$ cat config.mk
export PLATFORM = sky130hd
export DESIGN_NAME = adc_read_ctrl
export DESIGN_NICKNAME = d
export VERILOG_FILES = /design/src/rtl/adc_rd_pkg.sv /design/src/rtl/conv_clk_gen.sv /design/src/rtl/samp_timer.sv /design/src/rtl/sync_chain.sv /design/src/rtl/rd_seq.sv /design/src/rtl/adc_read_ctrl.sv
export SDC_FILE = /design/constraint.sdc
export NUM_CORES = 1
export LEC_CHECK = 0
export ABC_AREA = 1
export BUFFER_PORTS_ARGS = -buffer_cell sky130_fd_sc_hd__buf_2
export CAP_MARGIN = 10
export CORE_AREA = 2 2 127 129
export CTS_BUF_LIST = sky130_fd_sc_hd__clkbuf_4
export DETAILED_ROUTE_END_ITERATION = 10
export DIE_AREA = 0 0 129 131
export PLACE_DENSITY_LB_ADDON = 0.2
export SKIP_LAST_GASP = 1
export SLEW_MARGIN = 30
export SYNTH_ARGS = -nofsm -noshare
export SYNTH_HDL_FRONTEND = slang
export SYNTH_SLANG_ARGS = --single-unit
export TNS_END_PERCENT = 5
$ cat constraint.sdc
create_clock -name clk -period 4.51 [get_ports clk]
set_clock_uncertainty 0.1 [all_clocks]
set_input_delay 0 -clock clk [delete_from_list [all_inputs] [get_ports clk]]
set_output_delay 0 -clock clk [all_outputs]
set_load 0.005 [all_outputs]
$ cat src/rtl/adc_rd_pkg.sv
package adc_rd_pkg;

   typedef enum logic [3:0] {
      ST_IDLE,
      ST_CNV_LO,
      ST_WAIT_LO,
      ST_WAIT_HI,
      ST_SEL_ON,
      ST_RD_LO,
      ST_RD_HI,
      ST_FLOAT,
      ST_SLEEP,
      ST_WAKE
   } rd_state_e;

   // whole system cycles covering a time in ns, rounded up
   function automatic int ns_to_cyc(input int ns, input int sys_ps);
      return (ns * 1000 + sys_ps - 1) / sys_ps;
   endfunction

   function automatic int max_of4(input int a, input int b, input int c, input int d);
      int m;
      m = a;
      if (b > m) m = b;
      if (c > m) m = c;
      if (d > m) m = d;
      return m;
   endfunction

endpackage

$ cat src/rtl/conv_clk_gen.sv
module conv_clk_gen #(
   parameter int HALF_CYC = 32
) (
   input  logic clk,
   input  logic rst_n,
   output logic clk_o
);
   localparam int CW = (HALF_CYC > 1) ? $clog2(HALF_CYC) : 1;

   generate
      if (HALF_CYC < 1) begin : g_bad
         $error("conv_clk_gen: HALF_CYC must be at least 1");
      end
      if (HALF_CYC == 1) begin : g_toggle
         always_ff @(posedge clk or negedge rst_n) begin
            if (!rst_n) clk_o <= 1'b0;
            else        clk_o <= ~clk_o;
         end
      end else begin : g_count
         logic [CW-1:0] cnt;
         always_ff @(posedge clk or negedge rst_n) begin
            if (!rst_n) begin
               cnt   <= '0;
               clk_o <= 1'b0;
            end else if (cnt == CW'(HALF_CYC - 1)) begin
               cnt   <= '0;
               clk_o <= ~clk_o;
            end else begin
               cnt <= cnt + 1'b1;
            end
         end


         half_run_chk: assert property (@(posedge clk) disable iff (!rst_n)
            !$stable(clk_o) |=> $stable(clk_o));
      end
   endgenerate
endmodule

$ cat src/rtl/samp_timer.sv
module samp_timer #(
   parameter int PERIOD_W = 16
) (
   input  logic                clk,
   input  logic                rst_n,
   input  logic                en,
   input  logic [PERIOD_W-1:0] period,
   output logic                tick
);
   logic [PERIOD_W-1:0] cnt;

   generate
      if (PERIOD_W < 2) begin : g_bad
         $error("samp_timer: PERIOD_W must be at least 2");
      end
   endgenerate

   assign tick = en && (cnt == period);

   always_ff @(posedge clk or negedge rst_n) begin
      if (!rst_n)     cnt <= '0;
      else if (!en)   cnt <= '0;
      else if (tick)  cnt <= '0;
      else            cnt <= cnt + 1'b1;
   end


   tick_spacing_chk: assert property (@(posedge clk) disable iff (!rst_n)
      (tick && period != '0 && $stable(period)) |=> !tick);
endmodule

$ cat src/rtl/sync_chain.sv
module sync_chain #(
   parameter int STAGES = 2
) (
   input  logic clk,
   input  logic rst_n,
   input  logic d,
   output logic q
);
   generate
      if (STAGES < 1) begin : g_bad
         $error("sync_chain: STAGES must be at least 1");
      end
   endgenerate

   logic [STAGES-1:0] pipe;

   generate
      for (genvar i = 0; i < STAGES; i++) begin : g_stage
         always_ff @(posedge clk or negedge rst_n) begin
            if (!rst_n) pipe[i] <= 1'b1;
            else        pipe[i] <= (i == 0) ? d : pipe[(i == 0) ? 0 : i-1];
         end
      end
   endgenerate

   assign q = pipe[STAGES-1];
endmodule

$ cat src/rtl/rd_seq.sv
module rd_seq
   import adc_rd_pkg::*;
#(
   parameter int DATA_W   = 12,
   parameter int DROP_W   = 16,
   parameter int CNV_CYC  = 7,
   parameter int RDL_CYC  = 14,
   parameter int ACC_CYC  = 13,
   parameter int FLT_CYC  = 12,
   parameter int WAKE_CYC = 64,
   parameter int TMO_CYC  = 2560
) (
   input  logic              clk,
   input  logic              rst_n,
   input  logic              tick,
   input  logic              sleep_req,
   input  logic              done_s,
   input  logic [DATA_W-1:0] bus_d,
   output logic              cvt_start_n,
   output logic              sel_n,
   output logic              rd_n,
   output logic              pwr_on,
   output logic              samp_valid,
   output logic [DATA_W-1:0] samp_data,
   output logic              tmo_err,
   output logic [DROP_W-1:0] drop_count
);
   localparam int CNT_MAX = max_of4(CNV_CYC, RDL_CYC, FLT_CYC, WAKE_CYC);
   localparam int CNT_W   = $clog2(CNT_MAX + 1);
   localparam int TMO_W   = $clog2(TMO_CYC + 1);

   generate
      if (RDL_CYC < ACC_CYC || ACC_CYC < 1) begin : g_bad_rd
         $error("rd_seq: read strobe shorter than access time");
      end
      if (CNV_CYC < 1 || FLT_CYC < 1 || WAKE_CYC < 1) begin : g_bad_cyc
         $error("rd_seq: cycle limits must be at least 1");
      end
   endgenerate

   rd_state_e        state;
   logic [CNT_W-1:0] cnt;
   logic [TMO_W-1:0] tmo;
   logic             dummy;
   logic             take;

   assign take = (state == ST_IDLE) && !sleep_req;

   assign cvt_start_n = (state != ST_CNV_LO);
   assign sel_n       = !(state inside {ST_SEL_ON, ST_RD_LO, ST_RD_HI});
   assign rd_n        = (state != ST_RD_LO);
   assign pwr_on      = (state != ST_SLEEP);

   always_ff @(posedge clk or negedge rst_n) begin
      if (!rst_n) begin
         state      <= ST_IDLE;
         cnt        <= '0;
         tmo        <= '0;
         dummy      <= 1'b0;
         tmo_err    <= 1'b0;
         samp_valid <= 1'b0;
         samp_data  <= '0;
         drop_count <= '0;
      end else begin
         samp_valid <= 1'b0;
         if (tick && !take) drop_count <= drop_count + 1'b1;
         case (state)
            ST_IDLE: begin
               if (sleep_req) state <= ST_SLEEP;
               else if (tick) begin
                  state <= ST_CNV_LO;
                  cnt   <= '0;
               end
            end
            ST_CNV_LO: begin
               if (cnt == CNT_W'(CNV_CYC - 1)) begin
                  state <= ST_WAIT_LO;
                  tmo   <= '0;
               end else cnt <= cnt + 1'b1;
            end
            ST_WAIT_LO, ST_WAIT_HI: begin
               if (tmo == TMO_W'(TMO_CYC - 1)) begin
                  tmo_err <= 1'b1;
                  dummy   <= 1'b0;
                  state   <= ST_IDLE;
               end else begin
                  tmo <= tmo + 1'b1;
                  if (state == ST_WAIT_LO && !done_s) state <= ST_WAIT_HI;
                  if (state == ST_WAIT_HI &&  done_s) state <= ST_SEL_ON;
               end
            end
            ST_SEL_ON: begin
               state <= ST_RD_LO;
               cnt   <= '0;
            end
            ST_RD_LO: begin
               if (cnt == CNT_W'(ACC_CYC - 1) && !dummy) begin
                  samp_valid <= 1'b1;
                  samp_data  <= bus_d;
               end
               if (cnt == CNT_W'(RDL_CYC - 1)) state <= ST_RD_HI;
               else cnt <= cnt + 1'b1;
            end
            ST_RD_HI: begin
               state <= ST_FLOAT;
               cnt   <= '0;
            end
            ST_FLOAT: begin
               if (cnt == CNT_W'(FLT_CYC - 1)) begin
                  state <= ST_IDLE;
                  dummy <= 1'b0;
               end else cnt <= cnt + 1'b1;
            end
            ST_SLEEP: begin
               if (!sleep_req) begin
                  state <= ST_WAKE;
                  cnt   <= '0;
               end
            end
            ST_WAKE: begin
               if (cnt == CNT_W'(WAKE_CYC - 1)) begin
                  state <= ST_CNV_LO;
                  cnt   <= '0;
                  dummy <= 1'b1;
               end else cnt <= cnt + 1'b1;
            end
            default: state <= ST_IDLE;
         endcase
      end
   end


   rd_under_sel_chk: assert property (@(posedge clk) disable iff (!rst_n)
      !rd_n |-> !sel_n);


   sel_after_done_chk: assert property (@(posedge clk) disable iff (!rst_n)
      $fell(sel_n) |-> $past(done_s));


   sel_release_chk: assert property (@(posedge clk) disable iff (!rst_n)
      $rose(rd_n) |=> $rose(sel_n));


   valid_pulse_chk: assert property (@(posedge clk) disable iff (!rst_n)
      samp_valid |=> !samp_valid);


   sleep_quiet_chk: assert property (@(posedge clk) disable iff (!rst_n)
      !pwr_on |-> (rd_n && cvt_start_n && sel_n));


   wake_no_start_chk: assert property (@(posedge clk) disable iff (!rst_n)
      $rose(pwr_on) |-> cvt_start_n);


   tmo_sticky_chk: assert property (@(posedge clk) disable iff (!rst_n)
      tmo_err |=> tmo_err);
endmodule

$ cat src/rtl/adc_read_ctrl.sv
module adc_read_ctrl
   import adc_rd_pkg::*;
#(
   parameter int DATA_W        = 12,
   parameter int PERIOD_W      = 16,
   parameter int DROP_W        = 16,
   parameter int SYNC_STAGES   = 2,
   parameter int SYS_PS        = 8000,
   parameter int CNV_LOW_NS    = 50,
   parameter int RD_LOW_NS     = 110,
   parameter int ACCESS_NS     = 100,
   parameter int FLOAT_NS      = 90,
   parameter int CCLK_HALF_NS  = 250,
   parameter int TMO_CCLKS     = 40
) (
   input  logic                clk,
   input  logic                rst_n,
   input  logic                enable,
   input  logic [PERIOD_W-1:0] sample_period,
   input  logic                sleep_req,
   input  logic                cvt_done,
   input  logic [DATA_W-1:0]   cvt_data,
   output logic                conv_clk,
   output logic                cvt_start_n,
   output logic                sel_n,
   output logic                rd_n,
   output logic                pwr_on,
   output logic                samp_valid,
   output logic [DATA_W-1:0]   samp_data,
   output logic                tmo_err,
   output logic [DROP_W-1:0]   drop_count
);
   localparam int HALF_CYC = ns_to_cyc(CCLK_HALF_NS, SYS_PS);
   localparam int CCLK_CYC = 2 * HALF_CYC;
   localparam int CNV_CYC  = ns_to_cyc(CNV_LOW_NS, SYS_PS);
   localparam int RDL_CYC  = ns_to_cyc(RD_LOW_NS, SYS_PS);
   localparam int ACC_CYC  = ns_to_cyc(ACCESS_NS, SYS_PS);
   localparam int FLT_CYC  = ns_to_cyc(FLOAT_NS, SYS_PS);
   localparam int TMO_CYC  = TMO_CCLKS * CCLK_CYC;

   generate
      if (SYS_PS < 1 || TMO_CCLKS < 1) begin : g_bad
         $error("adc_read_ctrl: bad clock or timeout parameter");
      end
   endgenerate

   logic tick;
   logic done_s;

   conv_clk_gen #(.HALF_CYC(HALF_CYC)) u_cclk (
      .clk(clk), .rst_n(rst_n), .clk_o(conv_clk));

   samp_timer #(.PERIOD_W(PERIOD_W)) u_tmr (
      .clk(clk), .rst_n(rst_n), .en(enable), .period(sample_period), .tick(tick));

   sync_chain #(.STAGES(SYNC_STAGES)) u_sync (
      .clk(clk), .rst_n(rst_n), .d(cvt_done), .q(done_s));

   rd_seq #(
      .DATA_W(DATA_W), .DROP_W(DROP_W), .CNV_CYC(CNV_CYC), .RDL_CYC(RDL_CYC),
      .ACC_CYC(ACC_CYC), .FLT_CYC(FLT_CYC), .WAKE_CYC(CCLK_CYC), .TMO_CYC(TMO_CYC)
   ) u_seq (
      .clk(clk), .rst_n(rst_n), .tick(tick), .sleep_req(sleep_req), .done_s(done_s),
      .bus_d(cvt_data), .cvt_start_n(cvt_start_n), .sel_n(sel_n), .rd_n(rd_n),
      .pwr_on(pwr_on), .samp_valid(samp_valid), .samp_data(samp_data),
      .tmo_err(tmo_err), .drop_count(drop_count));
endmodule

# [Word level (Yosys, flattened, before mapping)]
# Index checks and enable logic that the tools add are counted.
[totals] regBits=78 in_bits=33 output_inout_bits=35
[op_classes] add_sub_neg=5 eq_ne=34 mux=31 bitwise_logic=1 reduce_logical=24
[ops] operator="$mux 7" count=7
[ops] operator="$pmux 7 s7" count=1
[ops] operator="$mux 4" count=10
[ops] operator="$pmux 4 s9" count=1
[ops] operator="$add 16x1->16 const B" count=2
[ops] operator="$mux 16" count=2
[ops] operator="$mux 12" count=2
[ops] operator="$pmux 12 s2" count=1
[ops] operator="$eq 7x4->1 const B" count=3
[ops] operator="$eq 16x16->1" count=1
[ops] operator="$eq 4x3->1 const B" count=4
[ops] operator="$ne 2x2->1 const B" count=7
[ops] operator="$reduce_and 7->1" count=2
[ops] operator="$add 12x1->12 const B" count=1
[ops] operator="$eq 12x12->1 const B" count=1
[ops] operator="$ne 2x1->1 const B" count=5
[ops] operator="$eq 4x2->1 const B" count=2
[ops] operator="$eq 4x4->1 const B" count=2
[ops] operator="$ne 4x1->1 const B" count=2
[ops] operator="$add 7x1->7 const B" count=1
[ops] operator="$eq 7x3->1 const B" count=1
[ops] operator="$eq 7x6->1 const B" count=1
[ops] operator="$reduce_bool 7->1" count=1
[ops] operator="$logic_and 1x1->1" count=6
[ops] operator="18 further kinds" count=29

# [Depth between registers and ports, before layout]
# Gate-level depths: netlist of the first run.
[depth] ltp_word=6 ltp_mapped=13 mapped_depth_nobuf=11

# [By module]
# From an unflattened synthesis of the first run, not the netlist that was laid out.
[hier_totals] cells_unflattened=726 hier_area_um2=5133.7
[modules_own_cells] mod="rd_seq" n_inst=1 cells_per_inst=436 area_each_um2=3308.2 seq_area_each_um2=1351.3
[modules_own_cells] mod="samp_timer" n_inst=1 cells_per_inst=267 area_each_um2=1540.2 seq_area_each_um2=400.4
[modules_own_cells] mod="conv_clk_gen" n_inst=1 cells_per_inst=21 area_each_um2=232.7 seq_area_each_um2=150.1
[modules_own_cells] mod="sync_chain" n_inst=1 cells_per_inst=2 area_each_um2=52.6 seq_area_each_um2=52.6

# [Worst setup path before layout of the first run]
# OpenSTA, ideal clock, no wires.
[synth_timing] path_kind="register to register" startpoint="reg u_seq.tmo[0]" endpoint="reg u_seq.state[2]" setup_ns=0.117 t_arrival_ns=1.529 t_required_ns=4.293 setup_slack_ns=2.764 path_stages_with_launch=11 cell_sequence="dfrtp_1 ha_1 nand3_1 nor2_1 nand2_1 o21ai_0 nor2_1 nor2_4 nand2_1 nand2_1 nand2_1"
[synth_between] elab_chain_len=3 word_cells_on_any_way=5 cone_classes="eq/ne (2); mux (2); reduce/logical (1)"
[synth_lines] item="from (decl)" line="rd_seq.sv:43" rtl="logic [TMO_W-1:0] tmo;"
[synth_lines] item="from (signal assigned)" line="rd_seq.sv:87" rtl="tmo <= tmo + 1'b1;"
[synth_lines] item="$eq 12x12->1 (*)" line="rd_seq.sv:82" rtl="if (tmo == TMO_W'(TMO_CYC - 1)) begin"
[synth_lines] item="$ne 4x1->1 (no source line) / $mux 4 (equally long branches)"
[synth_lines] item="$reduce_and 7->1 (no source line) / $pmux 4 s9 (equally long branches)"
[synth_lines] item="to (signal assigned)" line="rd_seq.sv:85" rtl="state <= ST_IDLE;"
[synth_lines] item="to (signal assigned)" line="rd_seq.sv:88" rtl="if (state == ST_WAIT_LO && !done_s) state <= ST_WAIT_HI;"
[synth_lines] item="to (signal assigned)" line="rd_seq.sv:89" rtl="if (state == ST_WAIT_HI && done_s) state <= ST_SEL_ON;"
[synth_lines] item="to (decl)" line="rd_seq.sv:41" rtl="rd_state_e state;"
# Mark *: on every way between the ends. The rest lies on a longest branch, timed or not.
# A chain may end at the register's enable or synchronous reset.

# [Final worst setup path of the first run]
[layout_timing] startpoint="reg u_tmr.cnt[2]" endpoint="reg u_seq.drop_count[0]"
[layout_between] elab_chain_len=3
[layout_lines] item="from (decl)" line="samp_timer.sv:10" rtl="logic [PERIOD_W-1:0] cnt;"
[layout_lines] item="from (signal assigned)" line="samp_timer.sv:24" rtl="else cnt <= cnt + 1'b1;"
[layout_lines] item="$eq 16x16->1" line="samp_timer.sv:18" rtl="assign tick = en && (cnt == period);"
[layout_lines] item="$logic_and 1x1->1" line="samp_timer.sv:18"
[layout_lines] item="$logic_and 1x1->1" line="rd_seq.sv:66" rtl="if (tick && !take) drop_count <= drop_count + 1'b1;"
[layout_lines] item="to (signal assigned)" line="rd_seq.sv:66"
[layout_lines] item="to (decl)" line="rd_seq.sv:26" rtl="output logic [DROP_W-1:0] drop_count"
# No other way between the ends.

==> impl_metrics.ini, run 1 <==
[yosys]
synthDistinctLibCells = 39
yosys-top-cells-area = dfrtp_1 39%, nand2_1 16%, nand3_1 7.2%
ys_async_sr_fraction_pct = 100
synth_nets = 725
ys.flop_type = dfrtp_1
netlist_area_sq_mm = 0.00488
postSynthCellCount = 683
seq_area_frac_synth_pct = 40.1
synth_edf_count = 0
synth.avg_cell_area_sq_um = 7.14
synth_top_area_share_pct = 39.0
ys_warn_count = 0
ys_seq_elements = 78
yosys.area.top_type = dfrtp_1

[floorplanning]
die_y_um = 131
io_pins = 68
core-area_sq_mm = 0.0156
die_area_sq_mm = 0.0169
rows = 46
dieWidth_um = 129
start_util_pct = 31.3

[sta]
hold_viol_final = 0
slew_headroom_pct = 57.5
period_minus_slack_ns = 3.18
period_share_pct = 70.5
worst_pin_slew_ns = 0.637
rsz0062_at_grt = no
setup_violations = 0
setup_tns_ns = 0
drv_slew = 0
fmax_ghz = 0.315

[status]
status = complete, no violations

[drt]
vias_per_cell = 4.56
wl_per_cell_um = 12.5
routed_wl_um = 12500
drtIter0Drc = 246
drt-pass1-iter-count = 4
via_count = 4583
drc = 0
ant_nets = 0

[critical_path]
path_class = flip-flop to flip-flop
crit_arrival_ns = 3.48
crit_path_end_kind = flip-flop
worstRegToRegCells = 10
crit_path_max_fanout = 4
worstPathRequired_ns = 4.81
worstSetupStartpointType = flip-flop

[global_routing]
first_global_vias = 4385
antenna_found_initial = 1
overflow = 0
grt_pass1_wl_um = 21400
track_usage_pct = 16.0
grt_max_degree = 69

[pwr]
p_seq_share_pct = 42.2
power_frac_comb_pct = 34.5
powerDensity_mw_per_mm2 = 327
swShare_pct = 41.4
switchingPower_mw = 0.798
internal-power_mw = 1.13
p_total_mw = 1.93
p_clk_share_pct = 23.3
ir_worst_vdd_v = 0.000194
leakagePower_nw = 2.96

[clock_tree]
post_cts_resized = 0
clock-sinks = 78
postCtsHoldBufs = 34
cts_buffers = 9
clockBufferDepth = 2
clock_latency_ns = 0.45
ctsRootBufferMaster = clkbuf_4
cts_tree = built
clk_pin_slew_ns = 0.13
cts_max_level = 3
postCtsSetupRepairBufs = 0

[hold_path]
hold_path_depth = 7
hp-class = input pin to flip-flop

[placed_design]
gp_congestion = 0.881
hpwlAfterDp_um = 9060
io_buffers = 67
dp.cells = 955

[finish]
drive_gt1_share_pct = 19.1
nets = 826
instances_no_fill = 1006
syn_to_final_growth_pct = 21.1
final_cell_mix = 213 x nand2_1, 76 x dfrtp_1, 70 x nand3_1, 66 x buf_2, 65 x inv_1
final_common_cell = nand2_1

[run]
cap_violations = 0
==> metal layers <==
| metal | vias up | global-route usage [%] | share of wire (%) |
|---|---|---|---|
| met5 | - | 0 | 0 |
| met4 | 0 | 6.01 | 1.6 |
| met3 | 15 | 2.69 | 3.7 |
| met2 | 93 | 26.1 | 46 |
| met1 | 2097 | 21.3 | 48 |
| li1 | 2378 | - | - |
==> final cells by class <==
| class | count | area [sq um] |
|---|---|---|
| diodes | 1 | 2.50 |
| clock buffers | 10 | 75.1 |
| clock inverters | 6 | 71.3 |
| fillers | 1639 | 9690 |
| inverters | 97 | 364 |
| multi-input cells | 496 | 2480 |
| flip-flops and latches | 78 | 1950 |
| well taps | 216 | 270 |
| repair buffers | 102 | 689 |
==> worst max-delay path, cell delays in order, from the launching register on <==
cell and delay, ns:
dfrtp_1 0.47, xnor2_1 0.27, nand3_1 0.11, nor2_1 0.10
nand2_1 0.05, dlygate4sd3_1 0.54, nor2_1 0.18, dlygate4sd3_1 0.59
nand4_1 0.06, dlygate4sd3_1 0.57, nand2_1 0.06
==> kinds of logic after synthesis <==
kind of cell	share of synthesized area (%)
buffers and inverters	9.11
AND/OR/NAND/NOR	40.5
flip-flops	40.1
adder cells (fa/ha/maj)	2.31
XOR/XNOR	4.85
AO/OA/AOI/OAI	3.11
==> sequential cells by signal, summed over array words and instances (netlist names) <==
| name | count |
|---|---|
| u_cclk.clk_o | 1 |
| u_cclk.g_count.cnt | 5 |
| u_seq.cnt | 7 |
| u_seq.drop_count | 16 |
| u_seq.dummy | 1 |
| u_seq.samp_data | 12 |
| u_seq.samp_valid | 1 |
| u_seq.state | 4 |
| u_seq.tmo | 12 |
| u_seq.tmo_err | 1 |
| u_sync.pipe | 1 |
| u_sync.q | 1 |
| u_tmr.cnt | 16 |
==> Yosys cell counts, types with 7 or more instances <==
library cell / count
o21ai_0: 8
nor2_2: 7
nand4_1: 34
inv_2: 31
nor3_1: 16
nand3_1: 70
ha_1: 9
dfrtp_1: 76
xor2_1: 17
xnor2_1: 10
nand2_2: 17
inv_1: 65
nand2_1: 213
nor2_1: 60
o21ai_1: 9
==> through the flow <==
step	hold WS [ns]	cell area [sq um]	setup WS, ns	util (%)
6_report	0.0363	5900	1.33	37.9
5_1_grt	0.0512	5900	1.18	37.9
4_1_cts	0.00502	5900	1.34	37.8
3_5_place_dp	-0.247	5410	2.41	34.7
3_3_place_gp	-0.245	5410	2.43	34.7
2_1_floorplan	-0.396	4880	2.76	-
==> power by group through the flow <==
| stage | combinational (mW) | clock (mW) | sequential, mW |
|---|---|---|---|
| 2_1_floorplan | 0.492 | 0 | 0.802 |
| 3_3_place_gp | 0.654 | 0 | 0.827 |
| 6_report | 0.665 | 0.449 | 0.814 |
| 5_1_grt | 0.760 | 0.507 | 0.822 |
| 4_1_cts | 0.671 | 0.477 | 0.814 |
| 3_5_place_dp | 0.648 | 0 | 0.827 |
==> worst paths after layout <==
check                           slack [ns]             start                   to
max in group asynchronous             3.45             rst_n         u_tmr.cnt[1]
worst max-delay path                  1.33      u_tmr.cnt[2]  u_seq.drop_count[0]
worst min register to register        0.27    u_sync.pipe[0]             u_sync.q
min in group asynchronous             0.08             rst_n  u_seq.drop_count[2]
worst max register to register        1.33      u_tmr.cnt[2]  u_seq.drop_count[0]
worst min-delay path                  0.04  sample_period[0]  u_seq.drop_count[1]
(Power assumes the default switching activity.)
==> run 2: changes to the inputs <==
- ABC_AREA: 1 -> 0
- CORE_AREA: 2 2 127 129 -> 2 2 116 118
- DIE_AREA: 0 0 129 131 -> 0 0 118 120
- clock period: 4.51 -> 2.8 ns (I/O delays scaled with it)
==> run 2 against run 1 <==
Fmax up 31%. Sequential power up 65%. Cell count down 33%. First-iteration DRC count down 37%. Non-clock buffer count down 11. Final area down 18%.
==> impl_metrics.ini, run 2 <==
[status]
status = complete, no violations

[clock_tree]
clock_latency_ns = 0.43
clock-sinks = 78
postCtsSetupRepairBufs = 0
cts_buffers = 9
cts_tree = built
postCtsHoldBufs = 16
post_cts_resized = 0
ctsRootBufferMaster = clkbuf_4
clockBufferDepth = 2
cts_max_level = 3
clk_pin_slew_ns = 0.13

[pwr]
powerDensity_mw_per_mm2 = 595
ir_worst_vdd_v = 0.000220
p_total_mw = 2.88
leakagePower_nw = 2.19

[critical_path]
path_delay_family = simple AND/OR/NAND/NOR gates
worstSetupStartpointType = flip-flop
path_class = flip-flop to flip-flop
max_stage_delay_ns = 0.58
rr_endpoint = u_seq.cnt[0]
slowest_stage = or4b_1
crit_cells = 6
crit_path_max_fanout = 11
cp_cell_sequence = or4b_1 > and4b_1 > o21bai_1 > a221o_1 > nor2_1 > mux2_2
worstRegToRegCells = 6
crit_path_end_kind = flip-flop
ff2ff_setup_slack_ns = 0.37
worst-path-buf-inv = 0
crit_start = u_seq.state[3]
r2r-start = u_seq.state[3]
cp-endpoint = u_seq.cnt[0]
worstPathRequired_ns = 3.02
crit_arrival_ns = 2.65

[sta]
fin_worst_hold_slack_ns = 0.0338
rsz0062_at_grt = no
setup_violations = 0
fmax_ghz = 0.412
period_share_pct = 86.7
worst_pin_slew_ns = 0.756
period_minus_slack_ns = 2.43
hold_viol_final = 0
slew_headroom_pct = 49.4
setup_tns_ns = 0
drv_slew = 0

[hold_path]
hp-class = input pin to async pin

[drt]
via_count = 3240
vias_per_cell = 4.77
drt-pass1-iter-count = 4
ant_nets = 0
drc = 0
wl_per_cell_um = 13.7
drtIter0Drc = 155
routed_wl_um = 9310

[finish]
seqCellArea_sq_mm = 0.00195
fin_util_pct = 37.3
multi_input_area_sq_mm = 0.00193
fill_cells = 1317
top_regs = u_seq.drop_count: 16 flops, u_tmr.cnt: 16 flops
antenna_cells = 0
final_area_sq_mm = 0.00484
drive_gt1_share_pct = 20.7
final_common_cell = dfrtp_1
syn_to_final_growth_pct = 20.4
nets = 540
final_cell_mix = 76 x dfrtp_1, 66 x buf_2, 52 x nand2_1, 38 x nor2_1, 28 x nand3_1

[placed_design]
place_area_sq_mm = 0.00457
gp_congestion = 0.797
hpwlAfterDp_um = 6510
io_buffers = 67

[yosys]
synth_top_family_by_area = simple AND/OR/NAND/NOR gates
synth_top_area_share_pct = 47.3
ys.flop_type = dfrtp_1
synthMuxAreaShare_pct = 1.18
synth_edf_count = 0
synthSimpleGateAreaFrac_pct = 23.8
synth-adder-area-share_pct = 2.80
synth_nets = 455
postSynthCellCount = 413
ys_seq_elements = 78
synth.avg_cell_area_sq_um = 9.73
seq_area_frac_synth_pct = 48.6
synth_xor_area_share_pct = 11.8
synth_compound_area_share_pct = 8.37
synthDistinctLibCells = 58
yosys-top-cells-count = 76 x dfrtp_1, 52 x nand2_1, 38 x nor2_1
netlist_area_sq_mm = 0.00402
synth_most_common_cell = dfrtp_1
yosys-top-cells-area = dfrtp_1 47%, xnor2_1 5.9%, xor2_1 5.9%
yosys.area.top_type = dfrtp_1
ys_async_sr_fraction_pct = 100
ys_warn_count = 0

[floorplanning]
dieWidth_um = 118
core-area_sq_mm = 0.0130
start_util_pct = 31.0
die_area_sq_mm = 0.0142
die_y_um = 120
io_pins = 68
rows = 42

[global_routing]
overflow = 0
grt_use_met3_pct = 4.52
antenna_found_initial = 0
busiest_layer = met2
grt_max_degree = 79
grtUsageMet1_pct = 18.9
grt_use_met2_pct = 21.9
first_global_vias = 3230
track_usage_pct = 14.1
grt_pass1_wl_um = 16100

[run]
cap_violations = 0
[run 2: cell type report]
cell class | count | share of cell area, %
sequential | 78 | 40.4
multi-input combinational | 303 | 40.0
timing repair buffer | 91 | 11.6
tap | 176 | 4.55
clock buffer | 11 | 1.71
inverter | 15 | 1.16
clock inverter | 5 | 0.569
[run 2: cells by family after synthesis]
kind of cell               after synthesis
buffers and inverters                   32
DFF                                     78
adders and majority gates                9
AOI/OAI and AO/OA                       50
xor gates and xnor gates                54
muxes                                    4
and+or+nand+nor                        186
[run 2: worst min path at each step]
stage | start | endpoint | slack [ns] | depth (start not counted)
after floorplan | rst_n | u_cclk.clk_o | -0.40 | 0
after global placement | cvt_done | u_sync.pipe[0] | 0.009 | 1
after detailed placement | rst_n | u_seq.cnt[4] | -0.004 | 1
after CTS | rst_n | u_seq.cnt[4] | 0.07 | 2
after global routing | cvt_done | u_sync.pipe[0] | 0.04 | 2
final | rst_n | u_seq.cnt[4] | 0.03 | 2
[run 2: where the power goes]
group	internal [mW]	switching, mW
logic	0.399	0.543
clock network	0.195	0.398
registers	1.22	0.127
[run 2: worst reg2reg max path, delay by kind of cell, from the launching register on]
kind               cells  cell delay [ns]
and+or+nand+nor        3             0.95
DFF                    1             0.53
AOI/OAI and AO/OA      2             0.47
muxes                  1             0.27
[run 2: metal layers]
metal	part of all wire (%)	routed length (um)
met1	48	4450
met2	46	4260
met3	5.6	523
met4	0.90	84
met5	0	0
[run 2: metrics by stage]
step	cells	setup WS, ns
2_1_floorplan	413	0.598
3_5_place_dp	647	0.359
5_1_grt	679	0.116
6_report	679	0.371
3_3_place_gp	647	0.376
4_1_cts	679	0.327
